===== src/rtl/atx_pkg.sv =====
package atx_pkg;
    typedef enum logic [1:0] {
        ST_OFF   = 2'd0,
        ST_WAIT  = 2'd1,
        ST_SHIFT = 2'd2
    } atx_state_e;
endpackage


===== src/rtl/atx_fifo.sv =====
module atx_fifo #(
    parameter int DW    = 32,
    parameter int DEPTH = 4,
    localparam int CW   = $clog2(DEPTH + 1),
    localparam int AW   = (DEPTH > 1) ? $clog2(DEPTH) : 1
) (
    input  logic          clk,
    input  logic          rst_n,
    input  logic          push_valid,
    input  logic [DW-1:0] push_data,
    input  logic          pop,
    input  logic [CW-1:0] watermark,
    output logic [DW-1:0] pop_data,
    output logic          full,
    output logic          empty,
    output logic          warn
);
    logic [DW-1:0] mem [DEPTH];
    logic [AW-1:0] wr_ptr, rd_ptr;
    logic [CW-1:0] count;
    logic          do_push, do_pop;

    assign full     = (count == CW'(DEPTH));
    assign empty    = (count == '0);
    assign warn     = (count <= watermark);
    assign do_push  = push_valid && !full;
    assign do_pop   = pop && !empty;
    assign pop_data = mem[rd_ptr];

    function automatic logic [AW-1:0] bump(input logic [AW-1:0] p);
        return (p == AW'(DEPTH - 1)) ? '0 : p + 1'b1;
    endfunction

    always_ff @(posedge clk or negedge rst_n) begin
        if (!rst_n) begin
            wr_ptr <= '0;
            rd_ptr <= '0;
            count  <= '0;
        end else begin
            if (do_push) wr_ptr <= bump(wr_ptr);
            if (do_pop)  rd_ptr <= bump(rd_ptr);
            unique case ({do_push, do_pop})
                2'b10:   count <= count + 1'b1;
                2'b01:   count <= count - 1'b1;
                default: count <= count;
            endcase
        end
    end

    always_ff @(posedge clk) begin
        if (do_push) mem[wr_ptr] <= push_data;
    end

    a_r1_bounded: assert property (@(posedge clk) disable iff (!rst_n)
        count <= CW'(DEPTH));

    a_r1_full_drops: assert property (@(posedge clk) disable iff (!rst_n)
        (full && push_valid && !pop) |=> (full && count == $past(count)));
endmodule


===== src/rtl/atx_fsync.sv =====
module atx_fsync (
    input  logic clk,
    input  logic rst_n,
    input  logic tx_en,
    input  logic cfg_master,
    input  logic cfg_active_low,
    input  logic cfg_gate,
    input  logic warn,
    input  logic fs_in,
    input  logic fs_int,
    output logic start_ok,
    output logic fs_out,
    output logic fs_oe
);
    logic fs_act, fs_act_q, fs_edge;

    assign fs_act  = fs_in ^ cfg_active_low;
    assign fs_edge = fs_act && !fs_act_q;

    always_ff @(posedge clk or negedge rst_n) begin
        if (!rst_n) fs_act_q <= 1'b0;
        else        fs_act_q <= fs_act;
    end

    always_comb begin
        if (cfg_master) begin
            start_ok = !(cfg_gate && warn);
            fs_out   = fs_int ^ cfg_active_low;
        end else begin
            start_ok = fs_edge;
            fs_out   = cfg_active_low;
        end
        fs_oe = cfg_master && tx_en;
    end
endmodule


===== src/rtl/atx_fsm.sv =====
module atx_fsm
    import atx_pkg::*;
#(
    parameter int DW  = 32,
    parameter int WCW = 4,
    localparam int BW = $clog2(DW)
) (
    input  logic           clk,
    input  logic           rst_n,
    input  logic           tx_en,
    input  logic           start_ok,
    input  logic [BW-1:0]  cfg_first_wid,
    input  logic [BW-1:0]  cfg_next_wid,
    input  logic [WCW-1:0] cfg_words_m1,
    input  logic           fifo_empty,
    input  logic [DW-1:0]  fifo_data,
    input  logic           underrun_clr,
    output logic           pop,
    output logic           sd_out,
    output logic           fs_int,
    output logic           underrun
);
    atx_state_e    state, state_nx;
    logic [DW-1:0] sreg;
    logic [BW-1:0] bitcnt;
    logic [WCW-1:0] wordcnt;
    logic          fs_q;
    logic          load, load_first;
    logic [BW-1:0] wid_sel;
    logic [DW-1:0] src;

    // next-state and load decision
    always_comb begin
        state_nx   = state;
        load       = 1'b0;
        load_first = 1'b0;
        unique case (state)
            ST_OFF: begin
                if (tx_en) state_nx = ST_WAIT;
            end
            ST_WAIT: begin
                if (!tx_en) state_nx = ST_OFF;
                else if (start_ok) begin
                    state_nx   = ST_SHIFT;
                    load       = 1'b1;
                    load_first = 1'b1;
                end
            end
            ST_SHIFT: begin
                if (!tx_en) state_nx = ST_OFF;
                else if (bitcnt == '0) begin
                    if (wordcnt != cfg_words_m1) begin
                        load = 1'b1;
                    end else if (start_ok) begin
                        load       = 1'b1;
                        load_first = 1'b1;
                    end else begin
                        state_nx = ST_WAIT;
                    end
                end
            end
            default: state_nx = ST_OFF;
        endcase
    end

    assign pop     = load && !fifo_empty;
    assign wid_sel = load_first ? cfg_first_wid : cfg_next_wid;
    assign src     = fifo_empty ? '0 : fifo_data;

    // state register
    always_ff @(posedge clk or negedge rst_n) begin
        if (!rst_n) state <= ST_OFF;
        else        state <= state_nx;
    end

    // datapath registers
    always_ff @(posedge clk or negedge rst_n) begin
        if (!rst_n) begin
            sreg     <= '0;
            bitcnt   <= '0;
            wordcnt  <= '0;
            fs_q     <= 1'b0;
            underrun <= 1'b0;
        end else begin
            if (load) begin
                sreg    <= src << (BW'(DW - 1) - wid_sel);
                bitcnt  <= wid_sel;
                wordcnt <= load_first ? '0 : wordcnt + 1'b1;
                fs_q    <= load_first;
            end else if (state == ST_SHIFT) begin
                sreg   <= sreg << 1;
                bitcnt <= bitcnt - 1'b1;
                fs_q   <= 1'b0;
            end else begin
                fs_q <= 1'b0;
            end
            if (load && fifo_empty) underrun <= 1'b1;
            else if (underrun_clr)  underrun <= 1'b0;
        end
    end

    // outputs
    always_comb begin
        sd_out = 1'b0;
        fs_int = 1'b0;
        if (state == ST_SHIFT) begin
            sd_out = sreg[DW-1];
            fs_int = fs_q;
        end
    end

    a_r8_count_down: assert property (@(posedge clk) disable iff (!rst_n)
        (state == ST_SHIFT && tx_en && bitcnt != '0)
        |=> (state == ST_SHIFT && bitcnt == BW'($past(bitcnt) - 1'b1)));

    a_r10_off_quiet: assert property (@(posedge clk) disable iff (!rst_n)
        !tx_en |=> (!sd_out && !fs_int));

    a_r9_sticky: assert property (@(posedge clk) disable iff (!rst_n)
        (underrun && !underrun_clr) |=> underrun);

    a_r4_fs_single: assert property (@(posedge clk) disable iff (!rst_n)
        (fs_int && cfg_first_wid != '0) |=> !fs_int);
endmodule


===== src/rtl/atx_frame_engine.sv =====
module atx_frame_engine #(
    parameter int DW    = 32,
    parameter int DEPTH = 4,
    parameter int WCW   = 4,
    localparam int BW   = $clog2(DW),
    localparam int CW   = $clog2(DEPTH + 1)
) (
    input  logic           bclk,
    input  logic           rst_n,
    input  logic           tx_en,
    input  logic           cfg_fs_master,
    input  logic           cfg_fs_active_low,
    input  logic           cfg_fs_gate,
    input  logic [BW-1:0]  cfg_first_wid,
    input  logic [BW-1:0]  cfg_next_wid,
    input  logic [WCW-1:0] cfg_words_m1,
    input  logic [CW-1:0]  cfg_watermark,
    input  logic           push_valid,
    input  logic [DW-1:0]  push_data,
    output logic           fifo_full,
    output logic           fifo_warn,
    input  logic           fs_in,
    output logic           fs_out,
    output logic           fs_oe,
    output logic           sd_out,
    output logic           underrun,
    input  logic           underrun_clr
);
    logic          pop, empty, start_ok, fs_int;
    logic [DW-1:0] pop_data;

    atx_fifo #(.DW(DW), .DEPTH(DEPTH)) u_fifo (
        .clk(bclk), .rst_n(rst_n),
        .push_valid(push_valid), .push_data(push_data),
        .pop(pop), .watermark(cfg_watermark),
        .pop_data(pop_data), .full(fifo_full), .empty(empty), .warn(fifo_warn)
    );

    atx_fsync u_fsync (
        .clk(bclk), .rst_n(rst_n), .tx_en(tx_en),
        .cfg_master(cfg_fs_master), .cfg_active_low(cfg_fs_active_low),
        .cfg_gate(cfg_fs_gate), .warn(fifo_warn), .fs_in(fs_in),
        .fs_int(fs_int), .start_ok(start_ok), .fs_out(fs_out), .fs_oe(fs_oe)
    );

    atx_fsm #(.DW(DW), .WCW(WCW)) u_fsm (
        .clk(bclk), .rst_n(rst_n), .tx_en(tx_en), .start_ok(start_ok),
        .cfg_first_wid(cfg_first_wid), .cfg_next_wid(cfg_next_wid),
        .cfg_words_m1(cfg_words_m1), .fifo_empty(empty), .fifo_data(pop_data),
        .underrun_clr(underrun_clr), .pop(pop), .sd_out(sd_out),
        .fs_int(fs_int), .underrun(underrun)
    );

    a_r6_gate_hold: assert property (@(posedge bclk) disable iff (!rst_n)
        (cfg_fs_master && cfg_fs_gate && fifo_warn) |=> !fs_int);
endmodule


===== config.mk =====
export PLATFORM = sky130hd
export DESIGN_NAME = atx_frame_engine
export DESIGN_NICKNAME = d
export VERILOG_FILES = /design/src/rtl/atx_pkg.sv /design/src/rtl/atx_fifo.sv /design/src/rtl/atx_fsync.sv /design/src/rtl/atx_fsm.sv /design/src/rtl/atx_frame_engine.sv
export SDC_FILE = /design/constraint.sdc
export NUM_CORES = 1
export LEC_CHECK = 0
export ABC_AREA = 1
export BUFFER_PORTS_ARGS = -buffer_cell sky130_fd_sc_hd__buf_2
export CELL_PAD_IN_SITES_DETAIL_PLACEMENT = 1
export CELL_PAD_IN_SITES_GLOBAL_PLACEMENT = 1
export CORE_UTILIZATION = 42
export DETAILED_ROUTE_END_ITERATION = 10
export PLACE_DENSITY_LB_ADDON = 0.1
export SLEW_MARGIN = 15
export SYNTH_ARGS = -nofsm -noshare
export SYNTH_HDL_FRONTEND = slang
export SYNTH_SLANG_ARGS = --single-unit

===== constraint.sdc =====
create_clock -name bclk -period 2.8 [get_ports bclk]
set_input_delay 0.56 -clock bclk [delete_from_list [all_inputs] [get_ports bclk]]
set_output_delay 0.56 -clock bclk [all_outputs]
set_load 0.01 [all_outputs]

# --- After elaboration in Yosys (flattened, before gate mapping) ---
# Memories as Yosys holds them, arrays and structs flattened.
# Cells that the tools add are included.
totals:
  reg_bits: 53
  ramBits: 128
  input_bits: 58
  out_inout_bits: 6
  elab_cells: 90
  n_memories: 1
mem_list:
  columns: ["name", "words", "word_bits", "read_ports", "rd_ports_with_merged_regs", "write_ports", "line_no", "rtl"]
  rows:
  - ["u_fifo.mem", 4, 32, 1, 0, 1, "atx_fifo.sv:18", "logic [DW-1:0] mem [DEPTH];"]
op_classes:
  addsub: 7
  magnitude_cmp: 1
  eq_ne: 13
  shifts: 1
  n_mux: 37
  bitwise: 2
  reduce_logical: 18
ops:
  columns: ["op", "count"]
  rows:
  - ["32-bit two-way mux", 3]
  - ["32-bit by 5-bit left shift with 32-bit output", 1]
  - ["2-bit two-way mux", 9]
  - ["1-bit two-way mux", 17]
  - ["5-bit two-way mux", 3]
  - ["3-bit != test (second input constant)", 3]
  - ["2-bit equality test (second input constant)", 4]
  - ["1-bit logical AND", 7]
  - ["2-bit one-hot mux with 3 select lines", 1]
  - ["3-bit one-hot mux with 2 select lines", 1]
  - ["2-bit nonzero test", 3]
  - ["5-bit logical NOT", 1]
  - ["5-bit AND reduction", 1]
  - ["5-bit by 1-bit subtractor with 5-bit output (second input constant)", 1]
  - ["5-bit subtractor (first input constant)", 1]
  - ["2-bit by 1-bit adder with 2-bit output (second input constant)", 2]
  - ["4-bit by 1-bit adder with 4-bit output (second input constant)", 1]
  - ["2-bit by 1-bit equality test with 1-bit output (second input constant)", 2]
  - ["1-bit logical NOT", 4]
  - ["4-bit two-way mux", 1]
  - ["4-bit != test", 1]
  - ["1-bit one-hot mux with 2 select lines", 2]
  - ["3-bit by 1-bit adder with 3-bit output (second input constant)", 1]
  - ["3-bit equality test (second input constant)", 1]
  - ["7 further kinds", 8]

# --- Logic depth before layout (Yosys ltp) ---
logic_depth:
  depth_word: 13
  ltp_mapped: 23
  ltp_nobuf: 22

# --- By module ---
# From an unflattened synthesis, not the netlist that was laid out.
unflattened:
  cells_unflattened: 1172
  hier_area_um2: 9860.7
modules_own_cells:
  columns: ["module", "n_inst", "cells_each", "area_per_inst_um2", "seq_area_each_um2"]
  rows:
  - ["atx_fifo", 1, 444, 5564.1, 4018.9]
  - ["atx_fsm", 1, 710, 4202.8, 1126.1]
  - ["atx_fsync", 1, 18, 93.8, 25.0]

# --- Least setup slack after synthesis ---
# OpenSTA, ideal clock, no wires.
synth_timing:
  kind: "input to register"
  start: "in cfg_watermark[2]"
  end: "reg u_fifo.count[2]"
  setup_ns: 0.131
  arrival_ns: 2.936
  required_ns: 2.669
  setup_slack_ns: -0.266
  stages: 21
  n_path_buf: 1
  cell_sequence: "inv_1 -> ha_1 -> nand3_1 -> nand2_1 -> nand2_1 -> nand2_1 -> nand2_2 -> inv_1 -> nor2_1 -> inv_1 -> nand2_1 -> o21ai_0 -> nand2_1 -> buf_2 -> nor2_1 -> ha_1 -> inv_1 -> fa_1 -> a21oi_1 -> o21ai_0 -> xor2_1"
synth_between:
  elab_chain_len: 13
  word_cells_on_any_way: 16
  classes_between: "order compare (1); eq/ne (2); mux (8); reduce/logical (5)"
synth_lines:
  columns: ["item", "line_no", "rtl"]
  rows:
  - ["start: declaration", "atx_frame_engine.sv:17", "input logic [CW-1:0] cfg_watermark,"]
  - ["3-bit less-or-equal comparator *", "atx_fifo.sv:25", "assign warn = (count <= watermark);"]
  - ["named net fifo_warn", "atx_frame_engine.sv:21", "output logic fifo_warn,"]
  - ["1-bit logical AND *", "atx_fsync.sv:27", "start_ok = !(cfg_gate && warn);"]
  - ["1-bit logical NOT *", "atx_fsync.sv:27", null]
  - ["1-bit two-way mux *", "atx_fsync.sv:26", "if (cfg_master) begin"]
  - ["1-bit two-way mux *", "atx_fsm.sv:43, atx_fsm.sv:54", null]
  - ["1-bit two-way mux", "atx_fsm.sv:52", "if (wordcnt != cfg_words_m1) begin"]
  - ["1-bit two-way mux", "atx_fsm.sv:51", "else if (bitcnt == '0) begin"]
  - ["1-bit two-way mux", "atx_fsm.sv:50", "if (!tx_en) state_nx = ST_OFF;"]
  - ["1-bit one-hot mux with 2 select lines *", "atx_fsm.sv:37", "unique case (state)"]
  - ["1-bit logical AND *", "atx_fsm.sv:66", "assign pop = load && !fifo_empty;"]
  - ["1-bit logical AND *", "atx_fifo.sv:27", "assign do_pop = pop && !empty;"]
  - ["named net u_fifo.do_pop", "atx_fifo.sv:21", "logic do_push, do_pop;"]
  - ["2-bit by 1-bit equality test with 1-bit output or 2-bit equality test (tied branches)", "atx_fifo.sv:42", "unique case ({do_push, do_pop})"]
  - ["3-bit one-hot mux with 2 select lines or 2-bit nonzero test (tied branches)", null, null]
  - ["end signal: assignment", "atx_fifo.sv:43", "2'b10: count <= count + 1'b1;"]
  - ["end signal: assignment", "atx_fifo.sv:44", "2'b01: count <= count - 1'b1;"]
  - ["end signal: assignment", "atx_fifo.sv:45", "default: count <= count;"]
  - ["end: declaration", "atx_fifo.sv:20", "logic [CW-1:0] count;"]
# The timed path passes the listed nets; every way through them passes the cells marked *.
# A chain may end at the register's enable or synchronous reset.

# --- Final worst setup path ---
layout_timing:
  start: "reg u_fifo.count[2]"
  end: "reg u_fifo.count[2]"
layout_between:
  elab_chain_len: 13
  word_cells_on_any_way: 23
  classes_between: "add/sub (2); order compare (1); eq/ne (3); mux (8); reduce/logical (9)"
layout_lines:
  columns: ["item", "line_no"]
  rows:
  - ["3-bit less-or-equal comparator", "atx_fifo.sv:25"]
  - ["1-bit logical AND", "atx_fsync.sv:27"]
  - ["1-bit logical NOT", "atx_fsync.sv:27"]
  - ["1-bit two-way mux", "atx_fsync.sv:26"]
  - ["1-bit two-way mux", "atx_fsm.sv:43, atx_fsm.sv:54"]
  - ["1-bit two-way mux", "atx_fsm.sv:52"]
  - ["1-bit two-way mux", "atx_fsm.sv:51"]
  - ["1-bit two-way mux", "atx_fsm.sv:50"]
  - ["1-bit one-hot mux with 2 select lines", "atx_fsm.sv:37"]
  - ["1-bit logical AND", "atx_fsm.sv:66"]
  - ["1-bit logical AND *", "atx_fifo.sv:27"]
  - ["named net u_fifo.do_pop", "atx_fifo.sv:21"]
  - ["2-bit by 1-bit equality test with 1-bit output or 2-bit equality test (tied branches)", "atx_fifo.sv:42"]
  - ["3-bit one-hot mux with 2 select lines or 2-bit nonzero test (tied branches)", null]
# Marked as above.

==> PnR_summary.wiki <==
{| class="wikitable"
! Metric !! Value
|-
| Mean instance size in the synthesized netlist || 8.64 um2
|-
| Gr ovfl total || 0
|-
| IO Count || 64
|-
| Later-pin clock latency in the skew report || 0.45 ns
|-
| Nature of the critical path endpoint || flop
|-
| Gate count after technology mapping || 1113
|-
| Post-Route Skew || 0.0184 ns
|-
| Synthesized flop and latch total || 181
|-
| Mean number of vias per cell || 5.49
|-
| Power density cells || 1110 nW/um2
|-
| Routed Antenna Nets || 0
|-
| # port buffers || 63
|-
| Chip width || 153 um
|-
| Worst EP required || 3.14 ns
|-
| CTS tree || built
|-
| Routability cong. || 0.876
|-
| Crit path max-delay cell type || dfrtp_2
|-
| Highest achievable clock rate || 0.379 GHz
|-
| DP Wirelength || 19800 um
|-
| Final total negative setup slack || 0 ns
|-
| Max FO, Critical Path || 3
|-
| Global-route total usage across every layer || 0.251
|-
| Area Overhead vs Synth || 20.2%
|-
| Worst Hold Class || primary input to async pin
|-
| Hold buffer count at cts || 0
|-
| Delay-heaviest family, CP || adder cells
|-
| Proportion of netlist area held by the largest area contributor || 0.400
|-
| Worst Setup Start Kind || flop
|-
| Number of detailed-routing iterations run before antenna repair || 5
|-
| Run status || finished, final reports clean
|-
| Count of distinct cell types in the synthesized netlist || 37
|-
| First DRT Iteration DRCs || 423
|-
| Largest net degree at the start of global routing || 50
|-
| Cell chain of the critical path || ha_4 > nand3_2 > nand2_2 > nand2_2 > nand2_2 > nand2_4 > buf_4 > o21ai_2 > nand2_2 > nor2_4 > ha_2 > inv_2 > fa_2 > a21oi_2 > o21ai_2 > xor2_1
|-
| Total Nets Final || 1288
|-
| Antenna violations before repair || 0
|-
| Antenna cells || 0
|-
| Number of maximum-capacitance violations || 0
|-
| Register clock-pin slew on the reported worst setup and hold paths || 0.08 ns
|-
| Leakage || 4.83 nW
|-
| Cell accounting for the most synthesized area || edfxtp_1
|-
| Clock Path Buffers || 2
|-
| Core Rows || 54
|-
| DRC errors left || 0
|-
| Via count || 8277
|-
| Slew HR || 0.580
|-
| First-pass GRT wire length || 45400 um
|-
| Number of nets in the synthesized netlist || 1187
|-
| Worst vdd rail ir drop || 0.529 mV
|-
| WL per Instance || 18.8 um
|-
| Std-Cell Core Area || 22200 um2
|-
| Top cells by area in the synthesized netlist || edfxtp_1 (40%), dfrtp_1 (14%), nand3_1 (11%)
|-
| Cell area after synthesis || 9620 um2
|-
| Final critical delay including setup and external delays || 2.64 ns
|-
| Final hold violations || 0
|-
| Buf+Inv Stages, Crit Path || 2
|-
| Cts bufs inserted || 17
|-
| Post-route core utilization || 0.522
|-
| Number of max-slew violations in the final report || 0
|-
| Crit Path Category || flop to flop
|-
| Sequential share of the synthesized area || 0.538
|-
| Share of the clock period used by the worst path || 0.941
|-
| Level count of the clock H-tree || 4
|-
| Fraction of final layout cells sized beyond drive strength 1 || 0.195
|-
| Initial core utilization || 0.434
|-
| Number of global-route vias before repair || 8450
|-
| Die H || 153 um
|-
| TritonCTS Sinks || 181
|-
| Critical path arrival || 2.97 ns
|-
| Final count of negative-setup-slack endpoints || 0
|-
| Warning count from the yosys run || 0
|-
| Actual transition at the worst max-transition pin || 0.629 ns
|-
| CTS Root Buffer Type || clkbuf_16
|-
| DIE AREA || 23500 um2
|-
| Maximum single-stage delay on the critical path || 0.43 ns
|-
| Most used cell along the critical path || nand2_2
|-
| Routed WL || 28300 um
|}
## logic make-up after synthesis
kind of cell | after synthesis | synth area share
XOR/XNOR | 10 | 0.00911
flip-flops | 181 | 0.538
AO/OA/AOI/OAI | 171 | 0.0967
buffers and inverters | 141 | 0.0665
adder cells (fa/ha/maj) | 16 | 0.0216
AND/OR/NAND/NOR | 594 | 0.269
## Yosys cell counts (all sizes together)
| cell type | instances |
|---|---|
| xnor2 | 4 |
| o311ai | 1 |
| ha | 15 |
| dfrtp | 53 |
| nand4 | 3 |
| nand3b | 1 |
| buf | 35 |
| fa | 1 |
| a21oi | 47 |
| o21a | 1 |
| o211ai | 2 |
| xor2 | 6 |
| and2 | 1 |
| a22oi | 1 |
| inv | 78 |
| or2 | 5 |
| nor2 | 167 |
| o31ai | 3 |
| nor4 | 1 |
| clkbuf | 28 |
| o221ai | 1 |
| edfxtp | 128 |
| nand2 | 199 |
| a31oi | 3 |
| o21ai | 112 |
| nand3 | 217 |
## cell type report
type,instances,area [um2]
clock inverters,15,228
flip-flops and latches,181,5170
multi-input cells,791,3980
fillers,2602,10600
repair buffers,145,1110
inverters,78,303
clock buffers,17,425
well taps,280,350
## what timing repair did
action / 4_1_cts / 5_1_grt
hold endpoints to repair: 0 / 0
setup buffers: 0 / 6
endpoints found under the setup margin: 0 / 33
resized for setup: 0 / 23
## worst paths after layout
path,startpoint,end,slack (ns),depth (start not counted)
worst max register to register,u_fifo.count[2]$_DFFE_PN0P_,u_fifo.count[2]$_DFFE_PN0P_,0.16,16
worst min-delay path,rst_n,u_fifo.count[0]$_DFFE_PN0P_,0.06,1
worst max-delay path,u_fifo.count[2]$_DFFE_PN0P_,u_fifo.count[2]$_DFFE_PN0P_,0.16,16
worst min register to register,u_fsm.sreg[2]$_DFFE_PN0P_,u_fsm.sreg[2]$_DFFE_PN0P_,0.49,2
min in group bclk,underrun_clr,u_fsm.underrun$_DFFE_PN0P_,0.31,2
max in group asynchronous,rst_n,u_fsm.sreg[27]$_DFFE_PN0P_,2.06,2
## power by group
group	total (mW)	switching [mW]	internal, mW
Combinational	6.23	4.04	2.20
Sequential	3.92	0.308	3.61
Clock	2.64	1.36	1.28
Total	12.8	5.70	7.09
## state kept, by name, summed over array words and instances, names as in the netlist
register and flops:
u_fifo.rd_ptr 2, u_fsm.underrun 1, u_fsync.fs_act_q 1, u_fsm.fs_q 1, u_fsm.wordcnt 4, u_fsm.state 2
u_fifo.mem 128, u_fifo.wr_ptr 2, u_fsm.bitcnt 5, u_fsm.sreg 32, u_fifo.count 3
## cells in the final DEF, fill, tap and decap left out, types with 9 or more instances in the layout
cell,netlist,routed
a21oi_1,47,45
buf_12,0,14
buf_2,17,63
buf_4,5,68
clkbuf_16,0,17
dfrtp_1,53,51
edfxtp_1,128,128
ha_1,15,11
inv_1,74,70
nand2_1,195,187
nand2_2,4,9
nand3_1,210,206
nand3_2,7,10
nor2_1,164,155
o21ai_0,96,94
o21ai_1,12,12
## through the flow
step | area [um2] | worst slack [ns] | power, mW | hold slack (ns) | instances
detailed placement | 10800 | -0.203 | 10.1 | 0.468 | 1469
global placement | 10800 | -0.160 | 9.89 | 0.466 | 1469
finish | 11600 | 0.165 | 12.8 | 0.0554 | 1507
global route | 11600 | -0.0159 | 13.7 | 0.0840 | 1507
floorplan | 9680 | -0.0517 | 7.89 | 0.264 | 1113
CTS | 11400 | 0.0178 | 12.8 | 0.0706 | 1501
## metal layers
layer	vias up	track usage	wire, um
met5	-	0	0
met4	0	0.0794	585
met3	36	0.0323	793
met2	158	0.442	14400
met1	4106	0.318	12500
li1	3977	-	-
No activity file was read; power rests on OpenSTA's default activity.
